==> src/rtl/trigseq_pkg.sv <==
package trigseq_pkg;

    localparam int TGT_W      = 3;
    localparam int MID_STATES = 3;

    typedef enum logic [TGT_W-1:0] {
        SQ_IDLE = 3'd0,
        SQ_A    = 3'd1,
        SQ_B    = 3'd2,
        SQ_C    = 3'd3,
        SQ_FIN  = 3'd4
    } seq_st_e;

    typedef struct packed {
        logic             valid;
        logic [TGT_W-1:0] tgt;
    } pick_t;

    // A target is usable when it names an intermediate or the final state.
    function automatic logic tgt_usable(input logic [TGT_W-1:0] t);
        return (t != 3'd0) && (t <= 3'd4);
    endfunction

    function automatic logic is_mid(input seq_st_e s);
        return (s == SQ_A) || (s == SQ_B) || (s == SQ_C);
    endfunction

endpackage

==> src/rtl/trigseq_cfgsel.sv <==
module trigseq_cfgsel
    import trigseq_pkg::*;
#(
    parameter int NUM_CH = 3
) (
    input  seq_st_e                        st,
    input  logic [MID_STATES*NUM_CH*TGT_W-1:0] cfg,
    output logic [NUM_CH*TGT_W-1:0]        row
);
    localparam int ROW_W = NUM_CH * TGT_W;

    // Pick the row of targets that belongs to the current intermediate state.
    always_comb begin
        row = '0;
        case (st)
            SQ_A:    row = cfg[0*ROW_W +: ROW_W];
            SQ_B:    row = cfg[1*ROW_W +: ROW_W];
            SQ_C:    row = cfg[2*ROW_W +: ROW_W];
            default: row = '0;
        endcase
    end
endmodule

==> src/rtl/trigseq_arb.sv <==
module trigseq_arb
    import trigseq_pkg::*;
#(
    parameter int NUM_CH = 3
) (
    input  logic [NUM_CH-1:0]       hit,
    input  logic [NUM_CH*TGT_W-1:0] tgt_row,
    output pick_t                   pick
);
    pick_t fin_pick;
    pick_t any_pick;

    // Scan from the highest channel down so the lowest index is kept last.
    always_comb begin
        fin_pick = '0;
        any_pick = '0;
        for (int c = NUM_CH - 1; c >= 0; c--) begin
            if (hit[c] && tgt_usable(tgt_row[c*TGT_W +: TGT_W])) begin
                any_pick.valid = 1'b1;
                any_pick.tgt   = tgt_row[c*TGT_W +: TGT_W];
                if (tgt_row[c*TGT_W +: TGT_W] == SQ_FIN) begin
                    fin_pick.valid = 1'b1;
                    fin_pick.tgt   = SQ_FIN;
                end
            end
        end
        pick = fin_pick.valid ? fin_pick : any_pick;
    end
endmodule

==> src/rtl/trigseq_brk.sv <==
module trigseq_brk #(
    parameter int NUM_CH = 3
) (
    input  logic              rst,
    input  logic [NUM_CH-1:0] hit,
    input  logic [NUM_CH-1:0] en,
    output logic [NUM_CH-1:0] req
);
    for (genvar c = 0; c < NUM_CH; c++) begin : g_lane
        assign req[c] = !rst && hit[c] && en[c];
    end
endmodule

==> src/rtl/trigseq_fsm.sv <==
module trigseq_fsm
    import trigseq_pkg::*;
(
    input  logic    clk,
    input  logic    rst,
    input  logic    arm_en,
    input  logic    force_trig,
    input  pick_t   pick,
    output seq_st_e st,
    output logic    trig
);
    seq_st_e nxt;
    logic    arm_q;

    always_comb begin
        nxt = st;
        if (!arm_en) begin
            nxt = SQ_IDLE;
        end else begin
            case (st)
                SQ_IDLE: if (!arm_q) nxt = SQ_A;
                SQ_A, SQ_B, SQ_C: begin
                    if (force_trig)      nxt = SQ_FIN;
                    else if (pick.valid) nxt = seq_st_e'(pick.tgt);
                end
                default: nxt = SQ_IDLE;
            endcase
        end
    end

    always_ff @(posedge clk) begin
        if (rst) begin
            st    <= SQ_IDLE;
            arm_q <= 1'b0;
            trig  <= 1'b0;
        end else begin
            st    <= nxt;
            arm_q <= arm_en;
            trig  <= (nxt == SQ_FIN) && (st != SQ_FIN);
        end
    end
endmodule

==> src/rtl/trig_sequencer.sv <==
module trig_sequencer
    import trigseq_pkg::*;
#(
    parameter int NUM_CH = 3
) (
    input  logic                               clk,
    input  logic                               rst,
    input  logic                               arm_en,
    input  logic                               force_trig,
    input  logic [NUM_CH-1:0]                  chan_hit,
    input  logic [NUM_CH-1:0]                  brk_en,
    input  logic [MID_STATES*NUM_CH*TGT_W-1:0] tgt_cfg,
    output logic                               trig_pulse,
    output logic [NUM_CH-1:0]                  brk_req,
    output logic [TGT_W-1:0]                   state_code
);
    seq_st_e                  st;
    logic [NUM_CH*TGT_W-1:0]  row;
    pick_t                    pick;

    trigseq_cfgsel #(.NUM_CH(NUM_CH)) u_sel (
        .st (st),
        .cfg(tgt_cfg),
        .row(row)
    );

    trigseq_arb #(.NUM_CH(NUM_CH)) u_arb (
        .hit    (chan_hit),
        .tgt_row(row),
        .pick   (pick)
    );

    trigseq_fsm u_fsm (
        .clk       (clk),
        .rst       (rst),
        .arm_en    (arm_en),
        .force_trig(force_trig),
        .pick      (pick),
        .st        (st),
        .trig      (trig_pulse)
    );

    trigseq_brk #(.NUM_CH(NUM_CH)) u_brk (
        .rst(rst),
        .hit(chan_hit),
        .en (brk_en),
        .req(brk_req)
    );

    assign state_code = st;
endmodule

==> config.mk <==
export PLATFORM = sky130hd
export DESIGN_NAME = trig_sequencer
export DESIGN_NICKNAME = d
export VERILOG_FILES = /design/src/rtl/trigseq_pkg.sv /design/src/rtl/trigseq_cfgsel.sv /design/src/rtl/trigseq_arb.sv /design/src/rtl/trigseq_brk.sv /design/src/rtl/trigseq_fsm.sv /design/src/rtl/trig_sequencer.sv
export SDC_FILE = /design/constraint.sdc
export NUM_CORES = 1
export LEC_CHECK = 0
export ABC_AREA = 1
export CAP_MARGIN = 40
export CORE_MARGIN = 2
export CORE_UTILIZATION = 35
export CTS_CLUSTER_DIAMETER = 80
export DETAILED_ROUTE_END_ITERATION = 7
export GPL_TIMING_DRIVEN = 0
export HOLD_SLACK_MARGIN = 0.03
export PLACE_DENSITY = 0.77
export RECOVER_POWER = 25
export REMOVE_ABC_BUFFERS = 1
export SETUP_SLACK_MARGIN = 0.05
export SYNTH_ARGS = -nofsm -noshare
export SYNTH_HDL_FRONTEND = slang
export SYNTH_SLANG_ARGS = --single-unit
==> constraint.sdc <==
create_clock -name clk -period 3.4 [get_ports clk]
set_input_delay 0.68 -clock clk [delete_from_list [all_inputs] [get_ports clk]]
set_output_delay 0.68 -clock clk [all_outputs]
set_load 0.1 [all_outputs]
* Word-level counts from Yosys, hierarchy flattened *
Cells that the tools add are included.

cells by class
  div/mod/pow operators = 0
  shifts and indexed selects = 0
  muxes and demuxes = 16
  equal/unequal tests = 8
  reduce and logical (&&, ||, !) cells = 19
  $add $sub $neg = 0
  bitwise logic cells = 0
  $mul = 0
  order comparisons = 3

operators by type and width
  kind                                                              number
  4-bit 2-to-1 mux                                                  10
  9-bit one-hot mux with 3 select lines                             1
  1-bit logical AND                                                 13
  3-bit == test (second input constant)                             4
  3-bit 2-to-1 mux                                                  4
  3-bit <= comparator (second input constant)                       3
  3-bit nonzero test                                                3
  3-bit by 2-bit == test with 1-bit output (second input constant)  2
  3-bit one-hot mux with 2 select lines                             1
  3-bit by 1-bit == test with 1-bit output (second input constant)  1
  3-bit zero test                                                   1
  3-bit != test (second input constant)                             1
  3-bit OR reduction                                                1
  1-bit zero test                                                   1

word-level totals
  RAM bits = 0
  bits in registers = 5
  bits in latches = 0
  bits in read-only memories = 0
  memories = 0

* Depth between registers and ports, before layout *
  depth after elaboration = 17
  gate-level depth with buffers = 20

* Modules after synthesis *
Synthesis repeated with hierarchy kept, for this count alone.

unflattened totals
  cells, all modules = 135
  area total of the unflattened synthesis = 802.0 sq um

by module, submodules not included
  module          area an instance (sq um)  sequential area each (sq um)  cells an instance  instances
  trigseq_cfgsel  295.3                     0.0                           45                 1
  trigseq_fsm     242.7                     100.1                         38                 1
  trigseq_arb     241.5                     0.0                           46                 1
  trigseq_brk     22.5                      0.0                           6                  1

* Least setup slack after synthesis *
No wires, ideal clock.

  path kind = register to register
  from = reg u_fsm.st[1]
  to = reg u_fsm.trig
  arrival = 2.708 ns
  cell stages (with the launch flop) = 20
  setup slack = 0.580 ns
  data required time = 3.288 ns
  setup time = 0.112 ns
  buffers on the path = 0
  cells stage by stage = dfxtp_1 -> inv_2 -> nor2_4 -> nand3_1 -> nand3_2 -> nor2_1 -> ha_1 -> inv_1 -> nand2_4 -> inv_1 -> nand2_1 -> nand2_1 -> nor2_1 -> nand2_1 -> nor2_1 -> nand2_1 -> nand2_1 -> a21oi_1 -> nand2_1 -> nor2_1

on the way
  word-level cells in the longest chain between the ends = 17

RTL lines
  element                                                                                               line                                     text
  from (decl)                                                                                           trigseq_fsm.sv:9                         output seq_st_e st,
  from (signal assigned)                                                                                trigseq_fsm.sv:37                        st <= nxt;
  3-bit by 2-bit == test with 1-bit output or 3-bit by 1-bit == test with 1-bit output (tied branches)  trigseq_cfgsel.sv:15, trigseq_fsm.sv:20
  9-bit one-hot mux with 3 select lines                                                                 trigseq_cfgsel.sv:15                     case (st)
  3-bit <= comparator or 3-bit nonzero test (tied branches)                                             trigseq_pkg.sv:21                        return (t != 3'd0) && (t <= 3'd4);
  1-bit logical AND                                                                                     trigseq_pkg.sv:21
  1-bit logical AND                                                                                     trigseq_arb.sv:18                        if (hit[c] && tgt_usable(tgt_row[c*TGT_W +: TGT_W])) begin
  4-bit 2-to-1 mux                                                                                      trigseq_arb.sv:18
  4-bit 2-to-1 mux                                                                                      trigseq_arb.sv:21                        if (tgt_row[c*TGT_W +: TGT_W] == SQ_FIN) begin
  4-bit 2-to-1 mux                                                                                      trigseq_arb.sv:18
  4-bit 2-to-1 mux                                                                                      trigseq_arb.sv:21
  4-bit 2-to-1 mux                                                                                      trigseq_arb.sv:18
  4-bit 2-to-1 mux                                                                                      trigseq_arb.sv:27                        pick = fin_pick.valid ? fin_pick : any_pick;
  3-bit 2-to-1 mux                                                                                      trigseq_fsm.sv:24                        else if (pick.valid) nxt = seq_st_e'(pick.tgt);
  3-bit 2-to-1 mux                                                                                      trigseq_fsm.sv:23                        if (force_trig) nxt = SQ_FIN;
  3-bit one-hot mux with 2 select lines                                                                 trigseq_fsm.sv:20                        case (st)
  3-bit 2-to-1 mux                                                                                      trigseq_fsm.sv:17                        if (!arm_en) begin
  3-bit == test                                                                                         trigseq_fsm.sv:39                        trig <= (nxt == SQ_FIN) && (st != SQ_FIN);
  1-bit logical AND *                                                                                   trigseq_fsm.sv:39
  to (signal assigned)                                                                                  trigseq_fsm.sv:39
  to (decl)                                                                                             trigseq_fsm.sv:10                        output logic trig

Every way passes the cells marked *; elsewhere a longest branch is shown, timed or not.
A chain may end at the register's enable or synchronous reset.

* Worst setup path after layout *
  from = in rst
  to = out brk_req[2]

on the way
  word-level cells in the longest chain between the ends = 3

RTL lines
  element                          line                  text
  from (decl)                      trig_sequencer.sv:7   input logic rst,
  1-bit zero test                  trigseq_brk.sv:10     assign req[c] = !rst && hit[c] && en[c];
  1-bit logical AND (2 in series)  trigseq_brk.sv:10
  to (decl)                        trig_sequencer.sv:14  output logic [NUM_CH-1:0] brk_req,

Every way passes these cells.

==> out/results.tsv <==
metric	value	unit
status	completed	
core area	1920	um^2
Worst Setup EP	brk_req[2]	
commonest cells in the synthesized netlist	41 x nand2_1, 20 x nor2_1, 13 x nand3_1	
total congestion overflow	0	
kind of critical path	primary input to output pin	
EDFF count, synth	0	
synthesis warning total	0	
Slew Limit Headroom	22.9	%
DIE AREA	2390	um^2
Post-Syn Area	704	um^2
initial DRC count	12	
fin crit period	2.96	ns
Synth top area share	21.8	%
Starting Density	36.7	%
Slew @ Worst Pin	1.16	ns
multiplexer share of the synthesized area	0	%
TritonCTS clock tree	yes	
Worst Reg-to-Reg Cells	18	
Clock Skew	0.00116	ns
Setup crit start kind	primary input	
vias in the first global route	930	
number of gates resized after CTS	0	
Remaining DRCs	0	
Crit. Startpoint	rst	
DP HPWL	1810	um
final hold viol count	0	
FFs w/ async S/R, synth	0	%
worst-path fanout max	7	
Setup TNS Final	0	ns
ANT nets after route	0	
static leakage	0.606	nW
io pins	44	
FP Rows	16	
syn avg cell area	5.77	um^2
setup ws final	0.439	ns
via count	975	
worst r2r dst	u_fsm.trig$_SDFF_PP0_	
CP max stage delay	0.67	ns
Syn-to-layout area delta	81.9	%
root cell of the clock tree	clkbuf_4	
largest family of logic cells by synthesized area	simple AND/OR/NAND/NOR gates	
r2r startpoint	u_fsm.st[0]$_SDFF_PP0_	
post-CTS setup buffer count	0	
final setup vio count	0	
Reg2Reg Setup Slack	0.90	ns
ant diodes	0	
Hold WC Path Type	register to register	
Synth Area in Compound Gates	2.66	%
Max stage delay cell, worst path	dlygate4sd3_1	
leading area contributor after synthesis	nand2_1	
die span in x	48.9	um
crit-path cells	dlygate4sd3_1, nor2_1, clkdlybuf4s50_1, buf_8	
CTS Buffer Depth	2	
CTS Hold Buffers Added	0	
wire per inst	10.3	um
average via count per standard cell	4.83	
max-slew violation count	0	
htree depth	1	
Port Buffers	43	
flop and latch count out of synthesis	5	
drt total wl	2090	um
Final Cycle Share	87.1	%
first-pass GRT wire length	3500	um
arrival time worst endpoint	2.28	ns
largest net degree at the start of global routing	14	
clock slew at the register clock pins of the worst setup and hold paths	0.04	ns
max cap viols	0	
post-synthesis simple-gate area fraction	69.8	%
layout cell share with drive strength beyond 1	16.6	%
Initial DRT Pass Iterations	4	
Tot GR Track Use	18.5	%
largest cells by area after synthesis	nand2_1 22%, dfxtp_1 14%, nor2_1 11%	
synth unique cells	19	
Setup crit end kind	output pin	
Mapped Cells	122	
Num CTS Buffers	3	
gpl congestion	0.836	
Main synth FF type	dfxtp_1	
Worst EP required	2.72	ns
maximum VDD drop	0.000143	V
Sink Count	5	
Synth Area in XOR/XNOR	0	%
unrepaired setup endpoints after global routing	no	
Synth Area in Adders	5.33	%
FMAX	0.338	GHz
final net count	216	
initial antenna violation count	0	
clk_lat worst skew	0.24	ns
Die H	48.9	um
leading cell type by number of instances after synthesis	nand2_1	
PD cells	195	nW/um^2
register area share after synthesis	14.2	%
pre-CTS WS	0.506	ns
## worst min-delay path by stage
stage	cells after the start	start	endpoint	slack, ns
after floorplan	3	u_fsm.arm_q$_SDFF_PP0_	u_fsm.st[0]$_SDFF_PP0_	0.53
after global placement	3	u_fsm.arm_q$_SDFF_PP0_	u_fsm.st[0]$_SDFF_PP0_	0.55
after detailed placement	3	u_fsm.arm_q$_SDFF_PP0_	u_fsm.st[0]$_SDFF_PP0_	0.57
after CTS	3	u_fsm.arm_q$_SDFF_PP0_	u_fsm.st[0]$_SDFF_PP0_	0.58
after global routing	3	u_fsm.arm_q$_SDFF_PP0_	u_fsm.st[0]$_SDFF_PP0_	0.64
final	3	u_fsm.arm_q$_SDFF_PP0_	u_fsm.st[0]$_SDFF_PP0_	0.58
## registers in the layout, summed over array words and instances (netlist names)
| signal | cells |
|---|---|
| u_fsm.arm_q | 1 |
| u_fsm.st | 3 |
| u_fsm.trig | 1 |
## cell families (layout without fill, tap and decap cells)
family / count (synthesis) / in the layout
AOI/OAI and AO/OA: 3 / 3
adders and majority gates: 3 / 3
buffers and inverters: 14 / 67
DFF: 5 / 5
and+or+nand+nor: 97 / 97
## power breakdown
part	total (mW)	internal (mW)	switching [mW]
combinational	0.119	0.0612	0.0573
sequential	0.0642	0.0606	0.00362
clock	0.0672	0.0443	0.0229
## layer usage
metal	up-vias	global-route usage (%)	share of wire (%)	wire, um
met2	35	37.4	55	1160
li1	500	-	-	-
met5	-	0	0	0
met3	0	3.68	5.3	111
met1	440	18.5	39	823
met4	0	5.71	0	0
## through the flow
stage | cells | utilization, % | hold WS, ns | total power [mW] | area, um^2
after global routing | 202 | 66.7 | 0.638 | 0.268 | 1280
after floorplan | 121 | - | 0.527 | 0.120 | 697
after global placement | 191 | 60.4 | 0.554 | 0.175 | 1160
final | 202 | 66.7 | 0.576 | 0.250 | 1280
after CTS | 202 | 67.3 | 0.582 | 0.253 | 1290
after detailed placement | 198 | 65.9 | 0.571 | 0.185 | 1270
## cell type report
type                    instances  area (um^2)
flip-flops and latches          5          100
well taps                      27         33.8
repair buffers                 50          524
inverters                      13         48.8
multi-input cells             103          548
fillers                       188          641
clock buffers                   4         26.3
## critical path, delay by kind of cell
| family | cells | cell delay, ns |
|---|---|---|
| buffers and inverters | 3 | 1.41 |
| and+or+nand+nor | 1 | 0.19 |
## cells in the final DEF, fill, tap and decap left out
cell type / instances
a21oi_1: 2
a21oi_2: 1
buf_8: 6
clkbuf_1: 2
clkbuf_4: 3
clkdlybuf4s50_1: 41
dfxtp_1: 5
dlygate4sd3_1: 2
ha_1: 3
inv_1: 10
inv_2: 3
nand2_1: 41
nand2_2: 2
nand2_4: 2
nand3_1: 13
nand3_2: 7
nand4_1: 5
nor2_1: 20
nor2_2: 1
nor2_4: 3
nor3_1: 1
nor3_2: 1
nor4_1: 1
No activity file was read; power rests on OpenSTA's default activity.
